<file path="src/rtl/key_guard_pkg.sv">
package key_guard_pkg;
  parameter int KEY_W = 32;
  parameter logic [KEY_W-1:0] UNLOCK_K1 = 32'h4567_0123;
  parameter logic [KEY_W-1:0] UNLOCK_K2 = 32'hCDEF_89AB;

  typedef enum logic [1:0] {
    MK_WAIT1 = 2'd0,
    MK_WAIT2 = 2'd1,
    MK_OPEN  = 2'd2,
    MK_DEAD  = 2'd3
  } mk_state_e;

  function automatic logic is_first_key(input logic [KEY_W-1:0] d);
    return d == UNLOCK_K1;
  endfunction

  function automatic logic is_second_key(input logic [KEY_W-1:0] d);
    return d == UNLOCK_K2;
  endfunction
endpackage

</file>
<file path="src/rtl/ctl_write_gate.sv">
module ctl_write_gate (
  input  logic ctl_wr_en,
  input  logic ctl_lock_set,
  input  logic ctl_optwe_val,
  input  logic lock,
  output logic grant,
  output logic sw_lock_set,
  output logic sw_optwe_clr
);
  always_comb begin
    grant        = ctl_wr_en & ~lock;
    sw_lock_set  = grant & ctl_lock_set;
    sw_optwe_clr = grant & ~ctl_optwe_val;
  end
endmodule

</file>
<file path="src/rtl/main_key_fsm.sv">
module main_key_fsm
  import key_guard_pkg::*;
(
  input  logic             clk,
  input  logic             rst_n,
  input  logic             key_wr_en,
  input  logic [KEY_W-1:0] key_wdata,
  input  logic             sw_lock_set,
  output logic             lock,
  output logic             hard_lock
);
  mk_state_e state_q, state_d;
  logic key_ok_step;
  logic key_bad;
  logic key_done;

  // Events named for the checks below.
  always_comb begin
    key_ok_step = 1'b0;
    key_bad     = 1'b0;
    key_done    = 1'b0;
    if (key_wr_en) begin
      unique case (state_q)
        MK_WAIT1: begin
          key_ok_step = is_first_key(key_wdata);
          key_bad     = ~is_first_key(key_wdata);
        end
        MK_WAIT2: begin
          key_done = is_second_key(key_wdata);
          key_bad  = ~is_second_key(key_wdata);
        end
        default: ;
      endcase
    end
  end

  always_comb begin
    state_d = state_q;
    unique case (state_q)
      MK_WAIT1: if (key_bad) state_d = MK_DEAD;
                else if (key_ok_step) state_d = MK_WAIT2;
      MK_WAIT2: if (key_bad) state_d = MK_DEAD;
                else if (key_done) state_d = MK_OPEN;
      MK_OPEN:  if (sw_lock_set) state_d = MK_WAIT1;
      MK_DEAD:  state_d = MK_DEAD;
    endcase
  end

  always_ff @(posedge clk or negedge rst_n) begin
    if (!rst_n) state_q <= MK_WAIT1;
    else        state_q <= state_d;
  end

  assign lock      = (state_q != MK_OPEN);
  assign hard_lock = (state_q == MK_DEAD);

  p_hard_sticky_r4: assert property (@(posedge clk) disable iff (!rst_n)
    hard_lock |=> hard_lock);
  p_unlock_cause_r3: assert property (@(posedge clk) disable iff (!rst_n)
    $fell(lock) |-> $past(key_wr_en && is_second_key(key_wdata)));
  p_open_ignores_keys_r5: assert property (@(posedge clk) disable iff (!rst_n)
    (!lock && key_wr_en && !sw_lock_set) |=> (!lock && !hard_lock));
  p_relock_soft_r6: assert property (@(posedge clk) disable iff (!rst_n)
    (!lock && sw_lock_set) |=> (lock && !hard_lock));
endmodule

</file>
<file path="src/rtl/opt_key_fsm.sv">
module opt_key_fsm
  import key_guard_pkg::*;
(
  input  logic             clk,
  input  logic             rst_n,
  input  logic             optkey_wr_en,
  input  logic [KEY_W-1:0] optkey_wdata,
  input  logic             lock,
  input  logic             sw_optwe_clr,
  output logic             opt_we
);
  logic armed_q;
  logic opt_grant;
  logic opt_restart;

  always_comb begin
    opt_grant   = optkey_wr_en & armed_q & is_second_key(optkey_wdata) & ~lock;
    opt_restart = optkey_wr_en & ~is_first_key(optkey_wdata);
  end

  always_ff @(posedge clk or negedge rst_n) begin
    if (!rst_n) begin
      armed_q <= 1'b0;
      opt_we  <= 1'b0;
    end else begin
      if (optkey_wr_en) armed_q <= is_first_key(optkey_wdata);
      if (sw_optwe_clr)   opt_we <= 1'b0;
      else if (opt_grant) opt_we <= 1'b1;
    end
  end

  p_optwe_set_cause_r7: assert property (@(posedge clk) disable iff (!rst_n)
    $rose(opt_we) |-> $past(optkey_wr_en && is_second_key(optkey_wdata) && !lock));
  p_optwe_clear_cause_r10: assert property (@(posedge clk) disable iff (!rst_n)
    $fell(opt_we) |-> $past(sw_optwe_clr));
  p_restart_disarms_r8: assert property (@(posedge clk) disable iff (!rst_n)
    opt_restart |=> !armed_q);
  p_locked_no_set_r9: assert property (@(posedge clk) disable iff (!rst_n)
    (lock && !opt_we) |=> !opt_we);
endmodule

</file>
<file path="src/rtl/flash_key_guard.sv">
module flash_key_guard
  import key_guard_pkg::*;
(
  input  logic             clk,
  input  logic             rst_n,
  input  logic             key_wr_en,
  input  logic [KEY_W-1:0] key_wdata,
  input  logic             optkey_wr_en,
  input  logic [KEY_W-1:0] optkey_wdata,
  input  logic             ctl_wr_en,
  input  logic             ctl_lock_set,
  input  logic             ctl_optwe_val,
  output logic             lock,
  output logic             hard_lock,
  output logic             opt_wr_en,
  output logic             ctl_wr_grant
);
  logic sw_lock_set;
  logic sw_optwe_clr;

  ctl_write_gate u_gate (
    .ctl_wr_en    (ctl_wr_en),
    .ctl_lock_set (ctl_lock_set),
    .ctl_optwe_val(ctl_optwe_val),
    .lock         (lock),
    .grant        (ctl_wr_grant),
    .sw_lock_set  (sw_lock_set),
    .sw_optwe_clr (sw_optwe_clr)
  );

  main_key_fsm u_main (
    .clk        (clk),
    .rst_n      (rst_n),
    .key_wr_en  (key_wr_en),
    .key_wdata  (key_wdata),
    .sw_lock_set(sw_lock_set),
    .lock       (lock),
    .hard_lock  (hard_lock)
  );

  opt_key_fsm u_opt (
    .clk         (clk),
    .rst_n       (rst_n),
    .optkey_wr_en(optkey_wr_en),
    .optkey_wdata(optkey_wdata),
    .lock        (lock),
    .sw_optwe_clr(sw_optwe_clr),
    .opt_we      (opt_wr_en)
  );

  p_locked_ctl_keeps_optwe_r2: assert property (@(posedge clk) disable iff (!rst_n)
    (lock && ctl_wr_en && opt_wr_en) |=> opt_wr_en);
  p_locked_ctl_no_grant_r2: assert property (@(posedge clk) disable iff (!rst_n)
    (lock && ctl_wr_en) |-> !ctl_wr_grant);
endmodule

</file>
<file path="config.mk">
export PLATFORM = sky130hd
export DESIGN_NAME = flash_key_guard
export DESIGN_NICKNAME = d
export VERILOG_FILES = /design/src/rtl/key_guard_pkg.sv /design/src/rtl/ctl_write_gate.sv /design/src/rtl/main_key_fsm.sv /design/src/rtl/opt_key_fsm.sv /design/src/rtl/flash_key_guard.sv
export SDC_FILE = /design/constraint.sdc
export NUM_CORES = 1
export LEC_CHECK = 0
export ABC_AREA = 1
export BUFFER_PORTS_ARGS = -buffer_cell sky130_fd_sc_hd__buf_2
export CAP_MARGIN = 20
export CORE_MARGIN = 2
export CORE_UTILIZATION = 30
export DETAILED_ROUTE_END_ITERATION = 12
export PLACE_DENSITY = 0.78
export REMOVE_ABC_BUFFERS = 1
export SYNTH_ARGS = -nofsm -noshare
export SYNTH_HDL_FRONTEND = slang
export SYNTH_SLANG_ARGS = --single-unit
export TNS_END_PERCENT = 50
</file>
<file path="constraint.sdc">
create_clock -name clk -period 1.05 [get_ports clk]
set_clock_uncertainty 0.2 [all_clocks]
set_input_delay 0.21 -clock clk [delete_from_list [all_inputs] [get_ports clk]]
set_output_delay 0.21 -clock clk [all_outputs]
set_load 0.01 [all_outputs]
</file>
==> flow_metrics.env, run 1 <==
export IMPL_grt_first_pass_wirelength_um=2940
export IMPL_ant_nets=0
export IMPL_required_ps=640
export IMPL_crit_arrival_ps=1010
export IMPL_diodes=0
export IMPL_dp_cells=237
export IMPL_power_density_nw_per_um2=761
export IMPL_dieHeight_um=51.2
export IMPL_wl_met1_um=817
export IMPL_ios=75
export IMPL_synth_top_area_share_pct=23.1
export IMPL_ys_seq_area_share_pct=15.0
export IMPL_grt_pass1_vias=793
export IMPL_antenna_found_initial=0
export IMPL_hpwl_um=1690
export IMPL_crit_buf_inv=2
export IMPL_drc=0
export IMPL_synth_cell_type_count=20
export IMPL_path_delay_family="flip-flops"
export IMPL_ys_ff_latch=4
export IMPL_cap_violations=0
export IMPL_root_buffer="clkbuf_4"
export IMPL_place_gp_congestion=0.767
export IMPL_crit_fanout=3
export IMPL_criticalPathCategory="reg2out"
export IMPL_fin_crit_ps=1420
export IMPL_worst_slew_pin_slew_ps=212
export IMPL_dr_total_vias=1006
export IMPL_avgSynthCellArea_um2=5.09
export IMPL_die_w_um=51.2
export IMPL_relSlewSlack_pct=85.7
export IMPL_ir_drop_mv=0.711
export IMPL_met2_length_um=1000
export IMPL_clk_pin_slew_ps=40
export IMPL_first_iter_violations=8
export IMPL_violations="setup timing"
export IMPL_synth_area_um2=667
export IMPL_grt_start_max_net_pins=5
export IMPL_nets=291
export IMPL_instances_no_fill=246
export IMPL_syn_inst=131
export IMPL_cts_tree="done"
export IMPL_yosysWarnings=0
export IMPL_cts_buffers=3
export IMPL_drt_vias_per_instance=4.09
export IMPL_synth_area_leader_cell="nand2_1"
export IMPL_highest_layer="met4"
export IMPL_clk_latency_ps=240
export IMPL_period_share_pct=135
export IMPL_wl_met3_um=89
export IMPL_crit_chain="nor2_4 > inv_2 > nor2_2 > buf_2"
export IMPL_core_area_um2=2150
export IMPL_cts_max_level=1
export IMPL_synth_area_top_cells="nand2_1 23%, nor2_1 20%, dfrtp_1 15%, inv_1 13%, a21oi_1 3.0%"
export IMPL_power_w=0.000922
export IMPL_fin_ws_ps=-365
export IMPL_grtUsageTotal_pct=14.7
export IMPL_final_cell_area_um2=1210
export IMPL_finish_utilization_pct=56.4
export IMPL_setup_viol=7
export IMPL_slowest_delay_ps=410
export IMPL_cp_end_kind="primary output"
export IMPL_grt_ovfl_total=0
export IMPL_post_dp_cell_area_um2=1100
export IMPL_multiInputGateArea_um2=488
export IMPL_num_rows=17
export IMPL_drv_slew=0
export IMPL_portBuffers=74
export IMPL_initial_core_util_pct=31.0
export IMPL_clock_sinks=4
export IMPL_rsz0062_at_grt="yes"
export IMPL_start_kind="register"
export IMPL_routed_wl_um=1950
export IMPL_syn2layout_area_growth_pct=81.6
export IMPL_clock_tree_buffer_depth=2
export IMPL_drive_above_1_share_pct=48.6
export IMPL_wl_per_cell_um=7.92
export IMPL_die_area_um2=2620
export IMPL_status="complete, but fails checks"
export IMPL_p_leak_nw=0.703
export IMPL_fmax_ghz=0.707
export IMPL_hold_viol=0
export IMPL_seqCellArea_um2=100
export IMPL_hold_class="in2reg"
export IMPL_first_pass_iters=4
export IMPL_crit_slowest_cell="dfrtp_1"
export IMPL_nFillCells=227
export IMPL_reg2reg_slack_ps=-290
-- worst register-to-register path, stage by stage (launching register included) --
cell and delay (ps):
dfrtp_1 410, buf_6 140, buf_6 110, buf_6 110, nand2_2 40, nand2_1 40, nor2_1 100, a21oi_1 70
-- power by group --
group	switching (W)	internal, W	leakage (nW)
combinational	0.000227	0.000291	0.644
clock	0.0000614	0.000128	0.0138
sequential	0.0000262	0.000188	0.0452
-- area by class of cell --
class	instances	share of cell area, %
well taps	28	2.89
multi-input cells	102	40.3
repair buffers	84	38.9
flip-flops and latches	4	8.26
clock buffers	3	1.86
inverters	25	7.75
-- what timing repair did --
action	CTS	global route
pin swaps	2	5
hold endpoints to repair	4	0
resized for setup	4	9
setup buffers	4	1
hold buffers	1	0
setup endpoints to repair	7	7
-- worst paths after layout --
path / to / depth (start not counted) / from
setup / recovery: ctl_wr_grant / 4 / u_main.state_q[0]$_DFFE_PN0P_
hold / removal: u_main.state_q[1]$_DFFE_PN0P_ / 4 / ctl_lock_set
setup reg to reg: u_main.state_q[0]$_DFFE_PN0P_ / 7 / u_main.state_q[0]$_DFFE_PN0P_
hold reg to reg: u_opt.opt_we$_DFFE_PN0P_ / 2 / u_opt.opt_we$_DFFE_PN0P_
max in group asynchronous: u_main.state_q[0]$_DFFE_PN0P_ / 2 / rst_n
min in group asynchronous: u_main.state_q[1]$_DFFE_PN0P_ / 2 / rst_n
-- through the flow --
stage | hold slack (ps) | TNS (ps) | worst slack, ps
2_1_floorplan | -286 | -308 | -177
3_3_place_gp | -182 | -781 | -164
3_5_place_dp | -178 | -919 | -177
4_1_cts | 24.1 | -1840 | -370
5_1_grt | 47.3 | -2320 | -466
6_report | 32.4 | -1860 | -365
-- synth_stat cells --
cell,count
nand2_2,1
and2_1,1
inv_1,23
nand4_1,2
a21oi_1,4
nand3_1,4
o21bai_1,1
nor2b_2,1
nor2_1,35
nor3_2,2
dfrtp_1,4
inv_2,2
nor3_4,1
nor3_1,2
nand2_1,41
nor2_2,3
o21ai_1,1
nand3_4,1
nor2_4,1
nand3b_1,1
-- layout by cell type, fill, tap and decap left out --
| cell | count |
|---|---|
| buf_2 | 72 |
| nor3_2 | 2 |
| nor3_4 | 1 |
| nand3_1 | 4 |
| nand2_2 | 3 |
| nand4_1 | 2 |
| nor2_2 | 4 |
| nor3_1 | 2 |
| o21ai_1 | 1 |
| nand2_1 | 39 |
| clkbuf_4 | 3 |
| dlygate4sd3_1 | 1 |
| nand3_4 | 1 |
| o21bai_1 | 1 |
| nor2b_2 | 1 |
| and2_1 | 1 |
| dfrtp_1 | 4 |
| nor2_4 | 1 |
| a21oi_2 | 2 |
| nor2_1 | 34 |
| inv_2 | 5 |
| a21oi_1 | 2 |
| buf_4 | 6 |
| nand3b_1 | 1 |
| buf_6 | 5 |
| inv_1 | 20 |
-- state kept, by name, indices dropped and copies added (netlist names) --
name            count
u_main.state_q      2
u_opt.armed_q       1
u_opt.opt_we        1
-- layer usage --
metal / track usage [%] / vias up
li1: - / 564
met1: 17.1 / 409
met3: 3.22 / 6
met2: 25.3 / 27
met4: 7.21 / 0
met5: 0 / -
-- kinds of logic (layout without fill, tap and decap cells) --
group | after synthesis | in the layout | synth area share, %
and+or+nand+nor | 96 | 96 | 66.0
buffers and inverters | 25 | 112 | 14.1
AOI/OAI and AO/OA | 6 | 6 | 4.88
DFF | 4 | 4 | 15.0
Note: power is estimated with default switching activity, not from simulation.
==> run 2: changes to the inputs <==
--- a/config.mk
+++ b/config.mk
@@ -8,7 +8,7 @@
 export ABC_AREA = 1
 export BUFFER_PORTS_ARGS = -buffer_cell sky130_fd_sc_hd__buf_2
 export CAP_MARGIN = 20
-export CORE_MARGIN = 2
+export CORE_MARGIN = 4
 export CORE_UTILIZATION = 30
 export DETAILED_ROUTE_END_ITERATION = 12
 export PLACE_DENSITY = 0.78
==> run 2 against run 1 <==
The run still ends with setup timing left. Clock power is 6% higher. First-iteration DRC count up 25%. Worst setup slack worse by 17 ps. Combinational power fell by 4.2%. Largest cell class unchanged. Via count up 0.89%.
==> flow_metrics.env, run 2 (synthesis gave the netlist of run 1 again) <==
export IMPL_ir_drop_mv=0.400
export IMPL_status="complete, but fails checks"
export IMPL_rsz0062_at_grt="yes"
export IMPL_root_buffer="clkbuf_4"
export IMPL_hold_start="ctl_optwe_val"
export IMPL_num_rows=16
export IMPL_ant_nets=0
export IMPL_instances_no_fill=245
export IMPL_top_regs="u_main.state_q: 2 flops, u_opt.armed_q: 1 flops, u_opt.opt_we: 1 flops"
export IMPL_cts_tree="done"
export IMPL_clk_pin_slew_ps=40
export IMPL_place_gp_congestion=0.760
export IMPL_syn2layout_area_growth_pct=78.6
export IMPL_grt_ovfl_total=0
export IMPL_dieHeight_um=55.2
export IMPL_cp_end_kind="primary output"
export IMPL_die_area_um2=3040
export IMPL_start_kind="register"
export IMPL_dp_cells=237
export IMPL_reg2reg_slack_ps=-260
export IMPL_required_ps=640
export IMPL_relSlewSlack_pct=89.6
export IMPL_cts_buffers=3
export IMPL_drive_above_1_share_pct=46.3
export IMPL_final_common_cell="buf_2"
export IMPL_fmax_ghz=0.698
export IMPL_crit_chain="inv_2 > nor2_4 > inv_2 > nor2_1 > buf_2"
export IMPL_regMostFlops="u_main.state_q"
export IMPL_r2r_start="u_main.state_q[1]$_DFFE_PN0P_"
export IMPL_diodes=0
export IMPL_drt_vias_per_instance=4.14
export IMPL_core_area_um2=2040
export IMPL_power_density_nw_per_um2=764
export IMPL_criticalPathCategory="reg2out"
export IMPL_nets=291
export IMPL_crit_slowest_cell="dfrtp_1"
export IMPL_worst_slew_pin_slew_ps=155
export IMPL_hpwl_um=1890
export IMPL_violations="setup timing"
export IMPL_largest_reg_flops=2
export IMPL_clock_tree_buffer_depth=2
export IMPL_p_leak_nw=0.703
export IMPL_hold_class="in2reg"
export IMPL_cap_violations=0
export IMPL_period_share_pct=136
export IMPL_routed_wl_um=2110
export IMPL_fin_crit_ps=1430
export IMPL_setup_viol=7
export IMPL_portBuffers=74
export IMPL_first_iter_violations=10
export IMPL_ios=75
export IMPL_crit_fanout=3
export IMPL_die_w_um=55.2
export IMPL_wl_per_cell_um=8.63
export IMPL_grt_first_pass_wirelength_um=2980
export IMPL_drv_slew=0
export IMPL_clk_latency_ps=240
export IMPL_slowest_delay_ps=360
export IMPL_clock_sinks=4
export IMPL_crit_arrival_ps=1020
export IMPL_cts_max_level=1
export IMPL_antenna_found_initial=0
export IMPL_dr_total_vias=1015
export IMPL_grt_pass1_vias=810
export IMPL_nFillCells=223
export IMPL_cp_startpoint="u_main.state_q[1]$_DFFE_PN0P_"
export IMPL_drc=0
export IMPL_layout_common_cells="72 x buf_2, 41 x nand2_1, 35 x nor2_1"
export IMPL_holdWs_ps=17.8
export IMPL_initial_core_util_pct=32.7
export IMPL_fin_ws_ps=-383
export IMPL_first_pass_iters=4
export IMPL_grtUsageTotal_pct=13.3
export IMPL_hold_viol=0
export IMPL_cpMostUsedCell="inv_2"
export IMPL_grt_start_max_net_pins=5
## run 2: cell counts in the layout (fill, tap and decap cells not counted)
Identical to the previous run, type by type.
## run 2: final timing paths
path / to / cells after the start
min in group asynchronous: u_opt.opt_we$_DFFE_PN0P_ / 2
setup reg to reg: u_opt.opt_we$_DFFE_PN0P_ / 7
hold / removal: u_opt.opt_we$_DFFE_PN0P_ / 3
setup / recovery: ctl_wr_grant / 5
hold reg to reg: u_opt.opt_we$_DFFE_PN0P_ / 2
max in group asynchronous: u_main.state_q[0]$_DFFE_PN0P_ / 2
## run 2: repair_timing
| action | 4_1_cts | 5_1_grt |
|---|---|---|
| hold endpoints to repair | 4 | 0 |
| resized for setup | 3 | 3 |
| hold buffers | 1 | 0 |
| pin swaps | 2 | 0 |
| setup endpoints to repair | 7 | 7 |
| setup buffers | 4 | 0 |
## run 2: layout make-up
cell class                 count  area (um2)  share of cell area, %
multi-input combinational    102         477                   40.0
tap                           27        33.8                   2.84
sequential                     4         100                   8.40
clock buffer                   3        22.5                   1.89
inverter                      25        93.8                   7.88
timing repair buffer          84         464                   39.0
## run 2: where the power goes
| part | internal [W] | total [W] | leakage [nW] | switching, W |
|---|---|---|---|---|
| combinational | 0.000282 | 0.000497 | 0.644 | 0.000216 |
| sequential | 0.000188 | 0.000212 | 0.0452 | 0.0000242 |
| clock | 0.000128 | 0.000201 | 0.0138 | 0.0000724 |
## run 2: critical path, delay by kind of cell, from the launching register on
family,cells,cell delay (ps)
DFF,1,360
buffers and inverters,3,240
and+or+nand+nor,2,190
## run 2: per-layer routing
layer	vias to the layer above	global-route usage [%]	routed length (um)
met5	-	0	0
met4	0	6.48	31
met3	4	1.07	167
met2	32	23.2	1130
met1	414	16.3	788
li1	565	-	-
## run 2: through the flow
| step | util (%) | setup slack, ps | setup TNS [ps] | instance area (um2) | total power (W) |
|---|---|---|---|---|---|
| after floorplan | - | -177 | -308 | 667 | 0.000386 |
| after global placement | 54.3 | -153 | -734 | 1110 | 0.000615 |
| after detailed placement | 54.3 | -195 | -902 | 1110 | 0.000619 |
| after global routing | 58.3 | -445 | -2240 | 1190 | 0.000987 |
| after CTS | 57.5 | -367 | -1790 | 1170 | 0.000858 |
| final | 58.3 | -383 | -1830 | 1190 | 0.000910 |
